==> config.mk <==
export PLATFORM = sky130hd
export DESIGN_NAME = e3_tx_oh_ctl
export DESIGN_NICKNAME = d
export VERILOG_FILES = /design/src/rtl/e3_tx_oh_ctl.sv
export SDC_FILE = /design/constraint.sdc
export NUM_CORES = 1
export LEC_CHECK = 0
export ABC_AREA = 0
export ABC_CLOCK_PERIOD_IN_PS = 1100
export BUFFER_PORTS_ARGS = -buffer_cell sky130_fd_sc_hd__buf_2
export CORE_UTILIZATION = 39
export CTS_BUF_LIST = sky130_fd_sc_hd__clkbuf_8 sky130_fd_sc_hd__clkbuf_16
export DETAILED_ROUTE_END_ITERATION = 10
export PLACE_DENSITY = 0.74
export SLEW_MARGIN = 10
export SYNTH_ARGS = -nofsm -noshare
export SYNTH_HDL_FRONTEND = slang
export SYNTH_SLANG_ARGS = --single-unit
==> constraint.sdc <==
create_clock -name clk -period 1.1 [get_ports clk]
set_input_delay 0.055 -clock clk [delete_from_list [all_inputs] [get_ports clk]]
set_output_delay 0.055 -clock clk [all_outputs]
set_load 0.03 [all_outputs]
==> src/rtl/e3_tx_oh_ctl.sv <==
module e3_tx_oh_ctl #(
  parameter int unsigned AW = 8,
  parameter int unsigned DW = 8,
  parameter logic [AW-1:0] CFG_ADDR = 8'h30,
  parameter logic [AW-1:0] ALM_ADDR = 8'h31
) (
  input  logic          clk,
  input  logic          rst_n,
  input  logic          reg_we,
  input  logic [AW-1:0] reg_addr,
  input  logic [DW-1:0] reg_wdata,
  output logic [DW-1:0] reg_rdata,
  input  logic          in_valid,
  input  logic [DW-1:0] in_byte,
  input  logic          in_is_oh,
  input  logic          in_is_ma,
  input  logic          frame_start,
  input  logic          rx_los,
  input  logic          rx_ais,
  input  logic          rx_lof,
  input  logic          rx_bip_err,
  output logic          out_valid,
  output logic [DW-1:0] out_byte,
  output logic          dl_ctl
);

  logic cfg_auto, cfg_los, cfg_ais, cfg_dl;
  logic sw_ferf, sw_febe;
  logic smp_ferf, smp_febe;
  logic ferf_v, febe_v, is_pay;
  logic [DW-1:0] nxt_byte;
  logic unused_wbits;

  assign unused_wbits = ^{reg_wdata[DW-1:5], reg_wdata[3]};

  always_ff @(posedge clk or negedge rst_n) begin
    if (!rst_n) begin
      cfg_auto <= 1'b0;
      cfg_los  <= 1'b0;
      cfg_ais  <= 1'b0;
      cfg_dl   <= 1'b0;
      sw_ferf  <= 1'b0;
      sw_febe  <= 1'b0;
    end else if (reg_we) begin
      if (reg_addr == CFG_ADDR) begin
        cfg_auto <= reg_wdata[0];
        cfg_los  <= reg_wdata[1];
        cfg_ais  <= reg_wdata[2];
        cfg_dl   <= reg_wdata[4];
      end else if (reg_addr == ALM_ADDR) begin
        sw_febe <= reg_wdata[0];
        sw_ferf <= reg_wdata[1];
      end
    end
  end

  always_comb begin
    reg_rdata = '0;
    if (reg_addr == CFG_ADDR) begin
      reg_rdata[0] = cfg_auto;
      reg_rdata[1] = cfg_los;
      reg_rdata[2] = cfg_ais;
      reg_rdata[4] = cfg_dl;
    end else if (reg_addr == ALM_ADDR) begin
      reg_rdata[0] = sw_febe;
      reg_rdata[1] = sw_ferf;
    end
  end

  assign dl_ctl = cfg_dl;

  always_ff @(posedge clk or negedge rst_n) begin
    if (!rst_n) begin
      smp_ferf <= 1'b0;
      smp_febe <= 1'b0;
    end else if (frame_start) begin
      smp_ferf <= rx_los | rx_ais | rx_lof;
      smp_febe <= rx_bip_err;
    end
  end

  assign ferf_v = cfg_auto ? smp_ferf : sw_ferf;
  assign febe_v = cfg_auto ? smp_febe : sw_febe;
  assign is_pay = !in_is_oh && !in_is_ma;

  always_comb begin
    nxt_byte = in_byte;
    if (cfg_los)
      nxt_byte = '0;
    else if (in_is_ma)
      nxt_byte = {ferf_v, febe_v, in_byte[DW-3:0]};
    else if (cfg_ais && is_pay)
      nxt_byte = '1;
  end

  always_ff @(posedge clk or negedge rst_n) begin
    if (!rst_n) begin
      out_valid <= 1'b0;
      out_byte  <= '0;
    end else begin
      out_valid <= in_valid;
      out_byte  <= nxt_byte;
    end
  end

  a_r4_los_zero: assert property (@(posedge clk) disable iff (!rst_n)
    cfg_los |=> (out_byte == '0));

  a_r5_ais_fill: assert property (@(posedge clk) disable iff (!rst_n)
    (!cfg_los && cfg_ais && is_pay) |=> (out_byte == '1));

  a_r3_pass: assert property (@(posedge clk) disable iff (!rst_n)
    (!cfg_los && !cfg_ais && !in_is_ma) |=> (out_byte == $past(in_byte)));

  a_r6_ma_low_bits: assert property (@(posedge clk) disable iff (!rst_n)
    (!cfg_los && in_is_ma) |=> (out_byte[DW-3:0] == $past(in_byte[DW-3:0])));

  a_r9_hold: assert property (@(posedge clk) disable iff (!rst_n)
    !frame_start |=> ($stable(smp_ferf) && $stable(smp_febe)));

  a_r10_valid: assert property (@(posedge clk) disable iff (!rst_n)
    in_valid |=> out_valid);

  a_r2_cfg_zero_bits: assert property (@(posedge clk) disable iff (!rst_n)
    (reg_addr == CFG_ADDR) |-> (reg_rdata[7:5] == 3'b0 && reg_rdata[3] == 1'b0));

endmodule

# ---- After elaboration in Yosys (flattened, before gate mapping)
# Cells that the tools add are included.
dict set report totals {
  reg_bits 17
  inputBits 35
  out_inout_bits 18
  word_cells 30
}
dict set report classes {
  eq_ne 2
  mux 9
  n_bitwise 3
  reduce_logical 6
}
# operator count
set op_table {}
lappend op_table {{two-way mux 8 bit} 3}
lappend op_table {{== test 8 x 6 -> 1 bit, second input constant} 2}
lappend op_table {{two-way mux 1 bit} 4}
lappend op_table {{two-way mux 2 bit} 2}
lappend op_table {{AND reduction 3 bit} 1}
lappend op_table {{logical AND 1 bit} 2}
lappend op_table {{logical NOT 1 bit} 2}
lappend op_table {{bitwise OR 1 bit} 2}
lappend op_table {{AND reduction 2 bit} 1}
lappend op_table {{NOT 1 bit} 1}

# ---- Logic depth before layout (Yosys ltp)
# Gate-level depths: netlist of the first run.
dict set report depth {
  ltp_word 6
  mapped_depth 3
  depth_no_buf 3
}

# ---- Least setup slack after synthesis of the first run
# OpenSTA, ideal clock, no wires.
dict set report synth_path {
  path_type {register to output}
  start {register cfg_dl (netlist: dl_ctl)}
  end {output port reg_rdata[4]}
  t_arrival_ns 1.282
  t_required_ns 1.045
  slack_ns -0.237
  path_stages_with_launch 2
  n_path_buf 0
  path_cell_list {dfrtp_1 nor3b_1}
}
dict set report synth_via {
  elab_chain_len 1
}
# element line
set synth_rtl {}
lappend synth_rtl {{start, declared} 27} ;# logic cfg_auto, cfg_los, cfg_ais, cfg_dl;
lappend synth_rtl {{start signal, assigned} 49} ;# cfg_dl <= reg_wdata[4];
lappend synth_rtl {{two-way mux 1 bit} 59} ;# if (reg_addr == CFG_ADDR) begin
lappend synth_rtl {{end, declared} 12} ;# output logic [DW-1:0] reg_rdata,
# Every way passes these cells.

# ---- Worst setup path in the final report of the first run
dict set report layout_path {
  start {register cfg_auto}
  end {output port reg_rdata[0]}
}
dict set report layout_via {
  elab_chain_len 1
}
# element line
set layout_rtl {}
lappend layout_rtl {{start, declared} 27}
lappend layout_rtl {{start signal, assigned} 46} ;# cfg_auto <= reg_wdata[0];
lappend layout_rtl {{two-way mux 2 bit} 59}
# Every way passes these cells.

==> impl_metrics.yaml, run 1 <==
global_route:
  grt_use_met3_pct: 1.18
  grt_antenna_before_repair: 0
  grt.met2_usage_pct: 32.8
  busiest_layer: "met2"
  grt_start_max_net_pins: 18
  gr-usage-all-layers_pct: 17.0
  grt_pass1_wl_mm: 2.55
  grt_pass1_vias: 640
  use_met1_pct: 17.0
  gr-total-overflow: 0
timing:
  grt_setup_unrepaired: "yes"
  setup_ws_ps: -39.8
  report.final.slew_viol_count: 0
  setup_viol: 2
  fin_crit_ps: 1140
  fmax_mhz: 877
  fin_crit_sh_pct: 104
  skew_ps: 0.876
  finalHoldViolations: 0
synthesis:
  synth-seq-cells: 17
  netlist_area_um2: 768
  syn_inst: 65
  synth_cell_types: 15
  syn_avg_cell_area_um2: 11.8
  yosysSeqAreaShare_pct: 55.4
  yosysWarnings: 0
power:
  switching_share_pct: 26.4
  peakVddDrop_mv: 0.716
  p_leak_nw: 0.620
  p_total_w: 0.00138
  p_sw_w: 0.000365
  p_comb_share_pct: 17.7
  p_seq_share_pct: 49.0
  power_density_nw_per_um2: 1210
  clockPowerShare_pct: 33.3
  intPower_w: 0.00102
final_layout:
  top_register: "out_byte"
  final_area_um2: 1140
  fillers: 141
  layout_commonest_cell: "buf_2"
  seqCellArea_um2: 425
  diodes: 0
  nNetsFinal: 153
  areaGrowthSynthToFinish_pct: 48.4
  largest_reg_flops: 8
  multiInputGateArea_um2: 349
  final_cell_mix: "40 x buf_2, 17 x dfrtp_1, 15 x nor2_1"
  drive_gt1_share_pct: 59.0
drt:
  ant_nets: 0
  dr.pass1.iters: 2
  vias: 653
  routed_wl_mm: 1.76
  drc: 0
  drtIter0Drc: 2
  wl_per_cell_um: 12.4
  avgViaCountPerCell: 4.60
clock_network:
  cts_tree: "built"
  cts_buffer_depth: 2
  numCtsBuffers: 3
  clock_latency_ps: 250
  htree_levels: 1
  clock_sink_count: 17
  clk_pin_slew_ps: 70
  cts_root_buffer: "clkbuf_8"
floorplan:
  io_pins: 53
  fp.dieH_um: 46.4
  rows: 15
  start_util_pct: 43.1
  die_area_um2: 2150
  die_w_um: 46.4
  core-area_um2: 1780
worst_setup_path:
  worstPathMaxFanout: 4
  cpMaxStageDelayCell: "dfrtp_1"
  end_kind: "output pin"
  max_stage_delay_ps: 430
  crit_chain: "mux2i_1, nor2_1, buf_4"
  critPathLaunchType: "flop"
  arrival_ps: 1080
  cp.required_ps: 1040
  critPathKind: "reg2out"
place:
  portBuffers: 44
  place_area_um2: 1030
  hpwlAfterDp_mm: 1.36
  gp_congestion: 0.743
run_status:
  violations: "negative setup slack"
  outcome: "finished, violations left"
flow_run:
  max_cap_violations: 0
hold_path:
  hp-class: "in2reg"
[per-stage QoR]
| step | cells | util (%) | setup TNS [ps] | worst slack [ps] | hold WS, ps |
|---|---|---|---|---|---|
| 5_1_grt | 142 | 63.9 | -195 | -68.5 | 15.8 |
| 3_5_place_dp | 135 | 57.9 | -786 | -83.9 | -2.37 |
| 3_3_place_gp | 135 | 57.9 | -292 | -38.7 | -13.5 |
| 2_1_floorplan | 68 | - | 0 | 42.8 | -241 |
| 6_report | 142 | 63.9 | -50.1 | -39.8 | 2.27 |
| 4_1_cts | 141 | 62.7 | -19.0 | -19.0 | 2.14 |
[layout make-up]
class | count | share of cell area [%]
Clock buffer | 3 | 3.62
Clock inverter | 1 | 0.439
Timing Repair Buffer | 50 | 25.2
Tap cell | 25 | 2.74
Multi-Input combinational cell | 46 | 30.6
Sequential cell | 17 | 37.3
[per-layer routing]
layer | share of wire [%] | routed length (µm)
met4 | 1.1 | 19
met1 | 39 | 678
met2 | 57 | 1010
met5 | 0 | 0
met3 | 3.0 | 53
[worst paths after layout]
| kind | from | endpoint | slack, ps | cells past startpoint |
|---|---|---|---|---|
| setup / recovery | cfg_auto$_DFFE_PN0P_ | reg_rdata[0] | -40 | 3 |
| hold / removal | frame_start | smp_ferf$_DFFE_PN0P_ | 2 | 2 |
| setup reg to reg | cfg_auto$_DFFE_PN0P_ | out_byte[7]$_DFF_PN0_ | -10 | 3 |
| hold reg to reg | smp_febe$_DFFE_PN0P_ | smp_febe$_DFFE_PN0P_ | 520 | 1 |
| max in group asynchronous | rst_n | dl_ctl$_DFFE_PN0P_ | 590 | 2 |
| min in group asynchronous | rst_n | out_byte[2]$_DFF_PN0_ | 250 | 2 |
[kinds of logic (layout without fill, tap and decap cells)]
family / count (synthesis) / after routing / share of synthesized area, %
AO/OA/AOI/OAI: 3 / 3 / 1.95
buffers and inverters: 5 / 54 / 4.40
flip-flops: 17 / 17 / 55.4
multiplexers: 13 / 13 / 18.4
other: 1 / 4 / 0.488
AND/OR/NAND/NOR: 26 / 26 / 19.4
[power groups by stage]
stage | clock network, W | logic (W) | registers [W]
finish | 0.000460 | 0.000245 | 0.000676
global route | 0.000490 | 0.000267 | 0.000681
CTS | 0.000467 | 0.000244 | 0.000676
detailed placement | 0 | 0.000235 | 0.000688
global placement | 0 | 0.000228 | 0.000686
floorplan | 0 | 0.0000890 | 0.000730
[synth_stat cells]
cell / instances / area [µm²]
buf_1: 1 / 3.75
nor2_1: 16 / 60.1
nor3b_1: 3 / 22.5
dfrtp_1: 17 / 425
a21oi_1: 3 / 15.0
conb_1: 1 / 3.75
buf_4: 4 / 30.0
mux2i_1: 4 / 40.0
and4bb_1: 1 / 12.5
nor3_4: 1 / 16.3
nand2_1: 2 / 7.51
mux2_2: 9 / 101
nand4b_2: 1 / 15.0
and4_2: 1 / 10.0
nor3_1: 1 / 5.00
[timing repair]
item	CTS	global route
hold buffers	2	0
setup buffers	0	2
setup endpoints to repair	10	6
endpoints found under the hold margin	18	0
gates resized for setup	6	6
pin swaps	0	3
[critical path: cells and delay by family (launching register included)]
kind | cells | cell delay, ps
multiplexers | 1 | 170
buffers and inverters | 1 | 170
flip-flops | 1 | 430
AND/OR/NAND/NOR | 1 | 70
No activity file was read; power rests on OpenSTA's default activity.
==> inputs of run 2 (changes only) <==
--- a/config.mk
+++ b/config.mk
@@ -10,7 +10,9 @@
 export BUFFER_PORTS_ARGS = -buffer_cell sky130_fd_sc_hd__buf_2
 export CORE_UTILIZATION = 39
 export CTS_BUF_LIST = sky130_fd_sc_hd__clkbuf_8 sky130_fd_sc_hd__clkbuf_16
+export CTS_CLUSTER_SIZE = 10
 export DETAILED_ROUTE_END_ITERATION = 10
+export HOLD_SLACK_MARGIN = 0.05
 export PLACE_DENSITY = 0.74
 export SLEW_MARGIN = 10
 export SYNTH_ARGS = -nofsm -noshare
==> run 2 against run 1 <==
Worst hold slack improved by 47 ps. Global-route usage increased by 1.3 points. Routed wire length grew 5.5%. Via count up 4.4%. Utilization grew 4.5 points. Cell area up 7.0%. Clock skew barely moved. Clock power barely moved. Largest cell class unchanged. The flow still finishes with violations (negative setup slack). Non-clock buffer count is 8 higher. Worst setup slack worse by 7.4 ps. Sequential share of layout area down 2.4 points.
==> impl_metrics.yaml, run 2 (same netlist as run 1, synthesis figures left out) <==
place:
  portBuffers: 44
  gp_congestion: 0.743
  hpwlAfterDp_mm: 1.36
  dp_cells: 135
timing:
  grt_setup_unrepaired: "yes"
  skew_ps: 1.25
  hold_slack_ps: 48.9
  fin_crit_sh_pct: 104
  fmax_mhz: 872
  setup_viol: 2
  fin_crit_ps: 1150
  report.final.slew_viol_count: 0
  setup_ws_ps: -47.2
  finalHoldViolations: 0
clock_network:
  clock_sink_count: 17
  numCtsBuffers: 3
  cts_root_buffer: "clkbuf_8"
  clk_pin_slew_ps: 70
  cts_buffer_depth: 2
  cts_tree: "built"
  htree_levels: 1
  clock_latency_ps: 250
final_layout:
  fillers: 132
  drive_gt1_share_pct: 55.2
  areaGrowthSynthToFinish_pct: 58.8
  layout_commonest_cell: "buf_2"
  final_cell_mix: "40 x buf_2, 17 x dfrtp_1, 15 x nor2_1"
  nNetsFinal: 161
  instances_no_fill: 150
  top_register: "out_byte"
  diodes: 0
  largest_reg_flops: 8
flow_run:
  max_cap_violations: 0
global_route:
  gr-total-overflow: 0
  gr-usage-all-layers_pct: 18.3
  grt_pass1_wl_mm: 2.76
  grt_antenna_before_repair: 0
  grt_start_max_net_pins: 18
  grt_pass1_vias: 702
power:
  p_leak_nw: 0.653
  peakVddDrop_mv: 0.715
  power_density_nw_per_um2: 1150
  p_total_w: 0.00140
drt:
  vias: 682
  routed_wl_mm: 1.85
  wl_per_cell_um: 12.4
  drtIter0Drc: 5
  dr.pass1.iters: 4
  ant_nets: 0
  drc: 0
  avgViaCountPerCell: 4.55
floorplan:
  core-area_um2: 1780
  fp.dieH_um: 46.4
  die_area_um2: 2150
  io_pins: 53
  rows: 15
  start_util_pct: 43.1
  die_w_um: 46.4
run_status:
  outcome: "finished, violations left"
  violations: "negative setup slack"
worst_setup_path:
  ff2ff_path_depth: 3
  end_kind: "output pin"
  arrival_ps: 1090
  critPathKind: "reg2out"
  critPathLaunchType: "flop"
  worstPathMaxFanout: 4
  cpMaxStageDelayCell: "dfrtp_1"
  cp.required_ps: 1040
  crit_chain: "mux2i_1, nor2_1, buf_4"
  max_stage_delay_ps: 430
hold_path:
  hp-class: "in2reg"
  hold-path-cell-count: 2
==> run 2: changes by cell type in the layout (fill, tap and decap cells not counted), sizes merged <==
cell	delta
dlygate4sd3	+8
==> run 2: timing repair <==
| action | CTS | global route |
|---|---|---|
| pin swaps | 0 | 3 |
| endpoints found under the hold margin | 26 | 0 |
| gates resized for setup | 6 | 6 |
| hold buffers | 10 | 0 |
| endpoints found under the setup margin | 10 | 6 |
| buffers inserted | 0 | 2 |
| gates cloned | 0 | 0 |
==> run 2: critical path, delay by kind of cell (launching register included) <==
kind / cells / cell delay (ps)
flops: 1 / 430
simple gates: 1 / 70
buf+inv: 1 / 170
mux: 1 / 170
==> run 2: layout make-up <==
type,instances,area (µm²),area share [%]
Clock buffer,3,41.3,3.38
Clock inverter,1,5.00,0.410
Multi-Input combinational cell,46,349,28.6
Sequential cell,17,425,34.9
Tap cell,25,31.3,2.56
Timing Repair Buffer,58,368,30.2
==> run 2: routing by layer <==
| metal | wire length [µm] | part of all wire, % | GRT usage [%] | up-vias |
|---|---|---|---|---|
| met5 | 0 | 0 | 0 | - |
| met4 | 19 | 1.0 | 10.6 | 0 |
| met3 | 60 | 3.2 | 1.18 | 2 |
| met2 | 1070 | 58 | 35.8 | 24 |
| met1 | 698 | 38 | 18.2 | 322 |
| li1 | - | - | - | 334 |
==> run 2: worst paths after layout <==
path	start	slack [ps]	end
min in group asynchronous	rst_n	250	out_byte[2]$_DFF_PN0_
worst max register to register	cfg_auto$_DFFE_PN0P_	-10	out_byte[7]$_DFF_PN0_
worst min register to register	smp_febe$_DFFE_PN0P_	510	smp_febe$_DFFE_PN0P_
worst min-delay path	reg_wdata[0]	50	cfg_auto$_DFFE_PN0P_
max in group asynchronous	rst_n	590	smp_ferf$_DFFE_PN0P_
worst max-delay path	cfg_auto$_DFFE_PN0P_	-50	reg_rdata[0]
==> run 2: stage by stage <==
stage | util, % | cell area (µm²) | setup TNS (ps) | setup WS (ps)
3_5_place_dp | 57.9 | 1030 | -786 | -83.9
3_3_place_gp | 57.9 | 1030 | -292 | -38.7
5_1_grt | 68.4 | 1220 | -197 | -69.2
6_report | 68.4 | 1220 | -61.9 | -47.2
4_1_cts | 67.2 | 1200 | -19.0 | -19.0
2_1_floorplan | - | 792 | 0 | 42.8
==> run 2: power by group <==
group / internal [W] / total (W) / switching (W)
clock network: 0.000251 / 0.000460 / 0.000209
logic: 0.000124 / 0.000267 / 0.000143
registers: 0.000661 / 0.000677 / 0.0000161
total: 0.00104 / 0.00140 / 0.000368
==> inputs of run 3 (changes only) <==
--- a/config.mk
+++ b/config.mk
@@ -14,6 +14,7 @@
 export DETAILED_ROUTE_END_ITERATION = 10
 export HOLD_SLACK_MARGIN = 0.05
 export PLACE_DENSITY = 0.74
+export RECOVER_POWER = 100
 export SLEW_MARGIN = 10
 export SYNTH_ARGS = -nofsm -noshare
 export SYNTH_HDL_FRONTEND = slang
==> run 3 against run 2 <==
Combinational power shrank 4%. Highest routed layer unchanged. Largest power group unchanged. Non-clock buffer count stayed put. The run still ends with negative setup slack left. Cell area down 1.6%. Critical endpoint unchanged.
==> impl_metrics.yaml, run 3 (same netlist as run 1, synthesis figures left out) <==
floorplan:
  die_area_um2: 2150
  start_util_pct: 43.1
  fp.dieH_um: 46.4
  die_w_um: 46.4
  core-area_um2: 1780
  rows: 15
  io_pins: 53
global_route:
  grt_start_max_net_pins: 18
  grt_pass1_vias: 702
  gr-total-overflow: 0
  grt_antenna_before_repair: 0
  grt_pass1_wl_mm: 2.76
  gr-usage-all-layers_pct: 18.3
drt:
  wl_per_cell_um: 12.4
  routed_wl_mm: 1.86
  drc: 0
  dr.pass1.iters: 4
  wl_met3_um: 67
  ant_nets: 0
  avgViaCountPerCell: 4.59
  top_layer: "met4"
  drtIter0Drc: 4
  vias: 689
  wl_met2_mm: 1.07
  wl_met1_um: 708
clock_network:
  clock_latency_ps: 250
  numCtsBuffers: 3
  clock_sink_count: 17
  cts_buffer_depth: 2
  cts_tree: "built"
  cts_root_buffer: "clkbuf_8"
  clk_pin_slew_ps: 70
  htree_levels: 1
final_layout:
  largest_reg_flops: 8
  nNetsFinal: 161
  final_cell_mix: "28 x buf_2, 17 x dfrtp_1, 15 x nor2_1"
  instances_no_fill: 150
  top_register: "out_byte"
  areaGrowthSynthToFinish_pct: 56.2
  drive_gt1_share_pct: 46.4
  layout_commonest_cell: "buf_2"
  diodes: 0
  final_area_um2: 1200
worst_setup_path:
  arrival_ps: 1080
  reg2reg_slack_ps: -10
  rr_endpoint: "out_byte[7]$_DFF_PN0_"
  cp.required_ps: 1040
  critPathLaunchType: "flop"
  cpMaxStageDelayCell: "dfrtp_1"
  r2r_start: "cfg_auto$_DFFE_PN0P_"
  critPathKind: "reg2out"
  worstPathMaxFanout: 4
  end_kind: "output pin"
  max_stage_delay_ps: 430
  ff2ff_path_depth: 3
  crit_chain: "mux2i_1, nor2_1, buf_4"
power:
  power_density_nw_per_um2: 1160
  p_leak_nw: 0.618
  switching_share_pct: 26.3
  peakVddDrop_mv: 0.718
  p_sw_w: 0.000367
  clockPowerShare_pct: 33.0
  intPower_w: 0.00103
  p_seq_share_pct: 48.6
  p_comb_share_pct: 18.4
place:
  gp_congestion: 0.743
  portBuffers: 44
  place_area_um2: 1030
  hpwlAfterDp_mm: 1.36
  dp_cells: 135
timing:
  fin_crit_ps: 1140
  setup_viol: 2
  fmax_mhz: 878
  grt_setup_unrepaired: "yes"
  report.final.slew_viol_count: 0
  finalHoldViolations: 0
  fin_crit_sh_pct: 104
  skew_ps: 1.13
  setup_ws_ps: -39.1
run_status:
  violations: "negative setup slack"
  outcome: "finished, violations left"
hold_path:
  min_from: "reg_wdata[0]"
  hp-class: "in2reg"
  hold-path-cell-count: 2
  hold-path-endpoint: "cfg_auto$_DFFE_PN0P_"
flow_run:
  max_cap_violations: 0
run 3: cell types whose count changed in the layout (fill, tap and decap cells not counted):
| cell | previous run | this run |
|---|---|---|
| nor3_4 | 1 | 0 |
| clkbuf_1 | 0 | 11 |
| clkbuf_2 | 0 | 1 |
| nor3_2 | 0 | 1 |
| buf_2 | 40 | 28 |
run 3: routing by layer:
layer,vias to the layer above,GRT usage [%]
li1,335,-
met1,327,18.2
met2,25,35.8
met3,2,1.18
met4,0,10.6
met5,-,0
run 3: final cells by class:
class                      instances  area, µm²
timing repair buffer              58        354
sequential                        17        425
fill                             140        583
clock inverter                     1       5.00
clock buffer                       3       41.3
multi-input combinational         46        343
tap                               25       31.3
run 3: worst max-delay path: cells and delay by family, from the launching register on:
family,cells,cell delay [ps]
flip-flops,1,430
buffers and inverters,1,170
multiplexers,1,170
AND/OR/NAND/NOR,1,70
run 3: how the worst max path moves through the flow:
stage | start | to | slack, ps
finish | cfg_auto$_DFFE_PN0P_ | reg_rdata[0] | -40
CTS | cfg_ais$_DFFE_PN0P_ | reg_rdata[2] | -20
global route | cfg_auto$_DFFE_PN0P_ | reg_rdata[0] | -70
detailed placement | reg_addr[6] | cfg_los$_DFFE_PN0P_ | -80
global placement | cfg_ais$_DFFE_PN0P_ | out_byte[5]$_DFF_PN0_ | -40
floorplan | dl_ctl$_DFFE_PN0P_ | reg_rdata[4] | 40
run 3: timing repair:
action	CTS	global route
pin swaps	0	3
setup buffers	0	2
hold buffers	10	0
hold endpoints to repair	26	0
setup endpoints to repair	10	6
gates resized for setup	6	6
run 3: stage by stage:
step | hold WS (ps) | power (W) | util [%] | setup TNS, ps | setup WS, ps
2_1_floorplan | -241 | 0.000819 | - | 0 | 42.8
3_3_place_gp | -13.5 | 0.000914 | 57.9 | -292 | -38.7
3_5_place_dp | -2.37 | 0.000922 | 57.9 | -786 | -83.9
4_1_cts | 51.7 | 0.00141 | 67.2 | -19.0 | -19.0
5_1_grt | 54.4 | 0.00145 | 67.3 | -197 | -69.2
6_report | 48.6 | 0.00139 | 67.3 | -52.4 | -39.1
run 3: power by group through the flow:
stage	logic [W]	clock network, W	registers, W
3_3_place_gp	0.000228	0	0.000686
3_5_place_dp	0.000235	0	0.000688
6_report	0.000257	0.000460	0.000678
5_1_grt	0.000281	0.000490	0.000682
4_1_cts	0.000266	0.000467	0.000676
2_1_floorplan	0.0000890	0	0.000730
